`config.mk`:
```
export PLATFORM = sky130hd
export DESIGN_NAME = cmem_fill_ctrl
export DESIGN_NICKNAME = d
export VERILOG_FILES = /design/src/rtl/cmem_fill_pkg.sv /design/src/rtl/cmem_fill_fsm.sv /design/src/rtl/cmem_fill_addr.sv /design/src/rtl/cmem_fill_regs.sv /design/src/rtl/cmem_fill_arb.sv /design/src/rtl/cmem_fill_ctrl.sv
export SDC_FILE = /design/constraint.sdc
export NUM_CORES = 1
export LEC_CHECK = 0
export ABC_AREA = 1
export BUFFER_PORTS_ARGS = -buffer_cell sky130_fd_sc_hd__buf_2
export CELL_PAD_IN_SITES_DETAIL_PLACEMENT = 1
export CELL_PAD_IN_SITES_GLOBAL_PLACEMENT = 2
export CORE_AREA = 2 2 84 86
export CTS_CLUSTER_DIAMETER = 60
export DETAILED_ROUTE_END_ITERATION = 16
export DIE_AREA = 0 0 86 88
export PLACE_DENSITY = 0.83
export SYNTH_ARGS = -nofsm -noshare
export SYNTH_HDL_FRONTEND = slang
export SYNTH_SLANG_ARGS = --single-unit
```
`constraint.sdc`:
```
create_clock -name clk -period 1.5 [get_ports clk]
set_clock_uncertainty 0.1 [all_clocks]
set_input_delay 0 -clock clk [delete_from_list [all_inputs] [get_ports clk]]
set_output_delay 0 -clock clk [all_outputs]
set_load 0.05 [all_outputs]
```
`src/rtl/cmem_fill_pkg.sv`:
```
package cmem_fill_pkg;

    typedef enum logic [0:0] {
        FILL_IDLE  = 1'b0,
        FILL_SWEEP = 1'b1
    } fill_state_e;

    localparam int WORD_W       = 16;
    localparam int PAT_W        = 5;
    localparam int MODE_PAT_LSB = 5;
    localparam int MODE_GO_BIT  = 4;
    localparam int ZERO_W       = WORD_W - PAT_W;

    function automatic logic [WORD_W-1:0] fill_word(input logic [PAT_W-1:0] pat);
        return {pat, {ZERO_W{1'b0}}};
    endfunction

endpackage

```
`src/rtl/cmem_fill_fsm.sv`:
```
module cmem_fill_fsm
    import cmem_fill_pkg::*;
(
    input  logic clk,
    input  logic rst_n,
    input  logic launch,
    input  logic blk_mode,
    input  logic at_last,
    output logic busy,
    output logic cnt_clr,
    output logic cnt_en,
    output logic sweep_we
);

    fill_state_e state_q;
    fill_state_e state_d;

    always_comb begin
        state_d = state_q;
        unique case (state_q)
            FILL_IDLE: begin
                if (launch) begin
                    state_d = FILL_SWEEP;
                end
            end
            FILL_SWEEP: begin
                if (!blk_mode) begin
                    state_d = FILL_IDLE;
                end else if (at_last) begin
                    state_d = FILL_IDLE;
                end
            end
            default: state_d = FILL_IDLE;
        endcase
    end

    always_ff @(posedge clk or negedge rst_n) begin
        if (!rst_n) begin
            state_q <= FILL_IDLE;
        end else begin
            state_q <= state_d;
        end
    end

    always_comb begin
        busy     = 1'b0;
        cnt_clr  = 1'b0;
        cnt_en   = 1'b0;
        sweep_we = 1'b0;
        unique case (state_q)
            FILL_IDLE: begin
                cnt_clr = 1'b1;
            end
            FILL_SWEEP: begin
                busy     = 1'b1;
                sweep_we = blk_mode;
                cnt_en   = blk_mode;
            end
            default: cnt_clr = 1'b1;
        endcase
    end

endmodule

```
`src/rtl/cmem_fill_addr.sv`:
```
module cmem_fill_addr #(
    parameter int DEPTH  = 128,
    parameter int ADDR_W = 7
) (
    input  logic              clk,
    input  logic              rst_n,
    input  logic              clr,
    input  logic              en,
    output logic [ADDR_W-1:0] addr,
    output logic              at_last
);

    localparam logic [ADDR_W-1:0] LAST = ADDR_W'(DEPTH - 1);

    always_ff @(posedge clk or negedge rst_n) begin
        if (!rst_n) begin
            addr <= '0;
        end else if (clr) begin
            addr <= '0;
        end else if (en) begin
            addr <= (addr == LAST) ? '0 : addr + 1'b1;
        end
    end

    assign at_last = (addr == LAST);

endmodule

```
`src/rtl/cmem_fill_regs.sv`:
```
module cmem_fill_regs
    import cmem_fill_pkg::*;
(
    input  logic              clk,
    input  logic              rst_n,
    input  logic              wr,
    input  logic [WORD_W-1:0] wdata,
    input  logic              launch,
    output logic [WORD_W-1:0] stored,
    output logic [PAT_W-1:0]  pat_run
);

    logic [WORD_W-1:0] go_mask;

    always_comb begin
        go_mask = '1;
        go_mask[MODE_GO_BIT] = 1'b0;
    end

    always_ff @(posedge clk or negedge rst_n) begin
        if (!rst_n) begin
            stored  <= '0;
            pat_run <= '0;
        end else begin
            if (wr) begin
                stored <= wdata & go_mask;
            end
            if (launch) begin
                pat_run <= wdata[MODE_PAT_LSB +: PAT_W];
            end
        end
    end

endmodule

```
`src/rtl/cmem_fill_arb.sv`:
```
module cmem_fill_arb
    import cmem_fill_pkg::*;
#(
    parameter int ADDR_W = 7
) (
    input  logic              busy,
    input  logic              sweep_we,
    input  logic [ADDR_W-1:0] sweep_addr,
    input  logic [PAT_W-1:0]  sweep_pat,
    input  logic              up_wr,
    input  logic [ADDR_W-1:0] up_addr,
    input  logic [WORD_W-1:0] up_wdata,
    output logic              up_ack,
    output logic              mem_we,
    output logic [ADDR_W-1:0] mem_addr,
    output logic [WORD_W-1:0] mem_wdata
);

    always_comb begin
        up_ack = up_wr && !busy;
        if (busy) begin
            mem_we    = sweep_we;
            mem_addr  = sweep_addr;
            mem_wdata = fill_word(sweep_pat);
        end else begin
            mem_we    = up_ack;
            mem_addr  = up_addr;
            mem_wdata = up_wdata;
        end
    end

endmodule

```
`src/rtl/cmem_fill_ctrl.sv`:
```
module cmem_fill_ctrl
    import cmem_fill_pkg::*;
#(
    parameter  int STREAMS      = 4,
    parameter  int CHANS        = 32,
    parameter  int FRAME_CYCLES = 256,
    localparam int DEPTH        = STREAMS * CHANS,
    localparam int ADDR_W       = $clog2(DEPTH)
) (
    input  logic              clk,
    input  logic              rst_n,
    input  logic              blk_mode,
    input  logic              mode_wr,
    input  logic [15:0]       mode_wdata,
    output logic [15:0]       mode_q,
    input  logic              up_wr,
    input  logic [ADDR_W-1:0] up_addr,
    input  logic [15:0]       up_wdata,
    output logic              up_ack,
    output logic              mem_we,
    output logic [ADDR_W-1:0] mem_addr,
    output logic [15:0]       mem_wdata
);

    logic              busy;
    logic              launch;
    logic              cnt_clr;
    logic              cnt_en;
    logic              sweep_we;
    logic              at_last;
    logic [ADDR_W-1:0] sweep_addr;
    logic [WORD_W-1:0] stored;
    logic [PAT_W-1:0]  pat_run;

    assign launch = mode_wr && mode_wdata[MODE_GO_BIT] && blk_mode && !busy;

    cmem_fill_fsm u_fsm (
        .clk      (clk),
        .rst_n    (rst_n),
        .launch   (launch),
        .blk_mode (blk_mode),
        .at_last  (at_last),
        .busy     (busy),
        .cnt_clr  (cnt_clr),
        .cnt_en   (cnt_en),
        .sweep_we (sweep_we)
    );

    cmem_fill_addr #(
        .DEPTH  (DEPTH),
        .ADDR_W (ADDR_W)
    ) u_addr (
        .clk     (clk),
        .rst_n   (rst_n),
        .clr     (cnt_clr),
        .en      (cnt_en),
        .addr    (sweep_addr),
        .at_last (at_last)
    );

    cmem_fill_regs u_regs (
        .clk     (clk),
        .rst_n   (rst_n),
        .wr      (mode_wr),
        .wdata   (mode_wdata),
        .launch  (launch),
        .stored  (stored),
        .pat_run (pat_run)
    );

    cmem_fill_arb #(
        .ADDR_W (ADDR_W)
    ) u_arb (
        .busy       (busy),
        .sweep_we   (sweep_we),
        .sweep_addr (sweep_addr),
        .sweep_pat  (pat_run),
        .up_wr      (up_wr),
        .up_addr    (up_addr),
        .up_wdata   (up_wdata),
        .up_ack     (up_ack),
        .mem_we     (mem_we),
        .mem_addr   (mem_addr),
        .mem_wdata  (mem_wdata)
    );

    always_comb begin
        mode_q = stored;
        mode_q[MODE_GO_BIT] = busy;
    end

endmodule

```
# Word-level counts from Yosys, hierarchy flattened
# Cells that the tools add are included.
# word_totals
reg_bits	28
inputBits	44
wordCells	25
# op_classes
add_sub_neg	1
eq_ne	2
muxes	12
n_bitwise	1
n_reduce_logical	5
# ops
operator	count
7-bit 2-to-1 mux	4
16-bit 2-to-1 mux	1
7-bit by 1-bit adder with 7-bit output (second input constant)	1
7-bit equality test (second input constant)	1
1-bit 2-to-1 mux	6
1-bit logical AND	4
2-bit by 1-bit inequality test with 1-bit output (second input constant)	1
1-bit case mux with 2 select lines	1
1-bit logical NOT	1
1-bit NOT	1

# Longest topological paths before layout
# logic_depth
depth_word	5
mapped_depth	6

# Modules after synthesis
# From an unflattened synthesis, not the netlist that was laid out.
# unflattened
hier_cells	223
area_unflattened_um2	1614.0
# by_module_without_submodules
module	n_inst	cells_each	area_per_inst_um2
cmem_fill_regs	1	87	804.5
cmem_fill_addr	1	55	420.4
cmem_fill_arb	1	67	301.5
cmem_fill_fsm	1	9	62.6
cmem_fill_ctrl	1	5	25.0

# Worst setup path after synthesis
# No wires, ideal clock.
# synth_path
path_type	register to output
from	reg u_fsm.state_q
to	out mem_we
arrival_time_ns	1.726
path_slack_ns	-0.326
stages_incl_launch_ff	3
n_path_buf	1
cell_sequence	dfrtp_1 -> clkbuf_1 -> o21ai_0
# synth_between
elab_chain_len	4
word_cells_on_any_way	5
cone_classes	mux (3); reduce/logical (2)
# synth_rtl
element	line	rtl
start: declaration	cmem_fill_fsm.sv:15	fill_state_e state_q;
start signal: assignment	cmem_fill_fsm.sv:41	state_q <= state_d;
1-bit 2-to-1 mux	cmem_fill_fsm.sv:50	unique case (state_q)
1-bit logical NOT	cmem_fill_arb.sv:20	up_ack = up_wr && !busy;
1-bit logical AND	cmem_fill_arb.sv:20	
1-bit 2-to-1 mux *	cmem_fill_arb.sv:21	if (busy) begin
end: declaration	cmem_fill_ctrl.sv:20	output logic mem_we,
# Mark *: on every way between the ends. The rest lies on a longest branch, timed or not.

# Worst setup path after layout
# Same ends and word-level chain as after synthesis.

==> results.json <==
{
  "status": "completed",
  "slew_viol_final": 0,
  "finalHoldViolCount": 0,
  "worst_setup_path_start_kind": "flip-flop",
  "cp-end-kind": "primary output",
  "p_sw_share_pct": 38.6,
  "vias": 1492,
  "syn_nets": 222,
  "start_util_pct": 21.3,
  "setup_ws_ns": 0.0791,
  "pin_count": 85,
  "min_period_ns": 1.42,
  "ys_ff_latch": 28,
  "routabilityCongestion": 0.783,
  "clock_power_share_pct": 21.9,
  "fp.dieH_um": 88,
  "dp_hpwl_um": 3080,
  "viasPerCell": 4.14,
  "nNetsFinal": 326,
  "combPwrFrac_pct": 37.3,
  "drive_gt1_share_pct": 38.2,
  "max-slew-margin-rel_pct": 58.0,
  "leakage_uw": 0.00120,
  "core_area_um2": 6640,
  "numCtsBuffers": 3,
  "maxCapViolCount": 0,
  "root_buffer": "clkbuf_8",
  "worst_pin_slew_ns": 0.630,
  "seq_power_share_pct": 40.9,
  "yosys_warnings": 0,
  "min_period_over_period_pct": 94.7,
  "die-width_um": 86,
  "cp.arrival_ns": 1.32,
  "clk_pin_slew_ns": 0.09,
  "cts_sinks": 28,
  "worstSetupPathType": "flip-flop to primary output",
  "detail_route.iter0.violations": 19,
  "syn_area_per_cell_um2": 7.99,
  "overflow": 0,
  "wl_per_cell_um": 11.7,
  "drtPass1Iterations": 4,
  "netlist_instances": 177,
  "p_sw_uw": 815,
  "final_cells": 360,
  "die_area_um2": 7570,
  "io_buffers": 84,
  "antenna_found_initial": 0,
  "netlist_area_um2": 1420,
  "p_int_uw": 1300,
  "irDropWorstVdd_mv": 0.405,
  "syn_to_final_growth_pct": 56.1,
  "finalSetupViolations": 0,
  "rsz0062_at_grt": "no",
  "drc": 0,
  "placed_cells": 337,
  "grt_first_pass_wirelength_um": 6890,
  "grt_pass1_vias": 1526,
  "mostFrequentLayoutCell": "buf_2",
  "max_clock_freq_mhz": 704,
  "cts_buffer_depth": 2,
  "antennaDiodeCount": 0,
  "clkLatencyLatePin_ns": 0.27,
  "synth-seq-area-share_pct": 49.5,
  "grt_usage_pct": 11.3,
  "min_path_type": "input pin to flip-flop",
  "place_ws_ns": 0.119,
  "required_ns": 1.40,
  "cp_max_fo": 16,
  "powerDensity_nw_per_um2": 956,
  "drt_wl_total_um": 4230,
  "grt_max_degree": 29,
  "htree_levels": 1,
  "yosysUniqueCellTypes": 18,
  "cts_tree": "built",
  "final_antenna_net_count": 0,
  "final_cell_mix": "buf_2, nand2_1, dfrtp_1, inv_1, nor2_1",
  "total_power_uw": 2110,
  "rows": 30
}
-- layer usage --
layer	vias up	global-route usage, %	share of wire (%)	routed length, um
li1	745	-	-	-
met1	691	12.6	40	1670
met2	54	21.4	52	2200
met3	2	2.54	7.9	334
met4	0	3.03	0.50	21
met5	-	0	0	0
-- per-stage QoR --
step | instance area (um^2) | hold slack, ns | utilization (%) | TNS [ns]
2_1_floorplan | 1420 | -0.396 | - | -1.62
3_3_place_gp | 1920 | -0.0396 | 28.9 | 0
3_5_place_dp | 1920 | -0.0399 | 28.9 | 0
4_1_cts | 2180 | 0.192 | 32.8 | 0
5_1_grt | 2210 | 0.0918 | 33.2 | 0
6_report | 2210 | 0.0671 | 33.2 | 0
-- logic make-up (layout without fill, tap and decap cells) --
kind of cell,after synthesis,in the layout,share of synthesized area (%)
xor+xnor,2,2,1.24
compound gates,21,21,7.60
flops,28,28,49.5
buf+inv,33,136,9.64
simple gates,82,82,23.2
mux,10,10,7.96
fa+ha+maj,1,1,0.884
-- cells in the mapped netlist, drive strengths merged --
library cell / count / area share [%]
nand2: 53 / 14
dfrtp: 28 / 50
inv: 25 / 6.6
nor2: 21 / 6.1
o21ai: 15 / 5.3
mux2: 10 / 8.0
buf: 6 / 2.5
nand3: 6 / 2.1
a21oi: 5 / 1.8
clkbuf: 2 / 0.53
xor2: 2 / 1.2
ha: 1 / 0.88
nand4: 1 / 0.44
o21bai: 1 / 0.53
or2: 1 / 0.44
-- worst max-delay path, stage by stage, from the launching register on --
cell and delay (ns):
dfrtp_1 0.43, buf_4 0.21, o21ai_1 0.14, buf_2 0.27
-- final cells by class --
cell class | instances | area, um^2
fillers | 834 | 4440
multi-input cells | 116 | 581
flip-flops and latches | 28 | 701
inverters | 25 | 93.8
well taps | 80 | 100
repair buffers | 107 | 678
clock buffers | 4 | 55.1
-- sequential cells by signal, summed over array words and instances (netlist names) --
name,count
u_regs.stored,15
u_regs.pat_run,5
u_addr.addr,7
u_fsm.state_q,1
-- path summary, 6_finish.rpt --
path	slack [ns]	endpoint	start	cells past startpoint
hold / removal	0.07	u_regs.pat_run[4]$_DFFE_PN0P_	mode_wdata[4]	4
setup reg to reg	0.17	u_addr.addr[4]$_DFFE_PN0P_	u_addr.addr[1]$_DFFE_PN0P_	6
min in group asynchronous	0.19	u_regs.stored[14]$_DFFE_PN0P_	rst_n	2
hold reg to reg	0.40	u_regs.pat_run[1]$_DFFE_PN0P_	u_regs.pat_run[1]$_DFFE_PN0P_	2
max in group asynchronous	0.70	u_regs.pat_run[1]$_DFFE_PN0P_	rst_n	2
setup / recovery	0.08	mem_we	u_fsm.state_q$_DFF_PN0_	3
-- timing repair --
| action | in CTS | in global routing |
|---|---|---|
| resized for setup | 8 | 10 |
| hold buffers | 18 | 0 |
| hold endpoints to repair | 54 | 0 |
| pin swaps | 0 | 1 |
| endpoints found under the setup margin | 12 | 20 |
| buffers inserted | 0 | 1 |
-- power groups by stage --
stage	sequential (uW)	combinational, uW	clock [uW]
after global placement	874	723	0
after CTS	863	779	494
final	863	787	461
after detailed placement	877	730	0
after floorplan	1010	387	0
after global routing	872	849	513
Note: power is estimated with default switching activity, not from simulation.
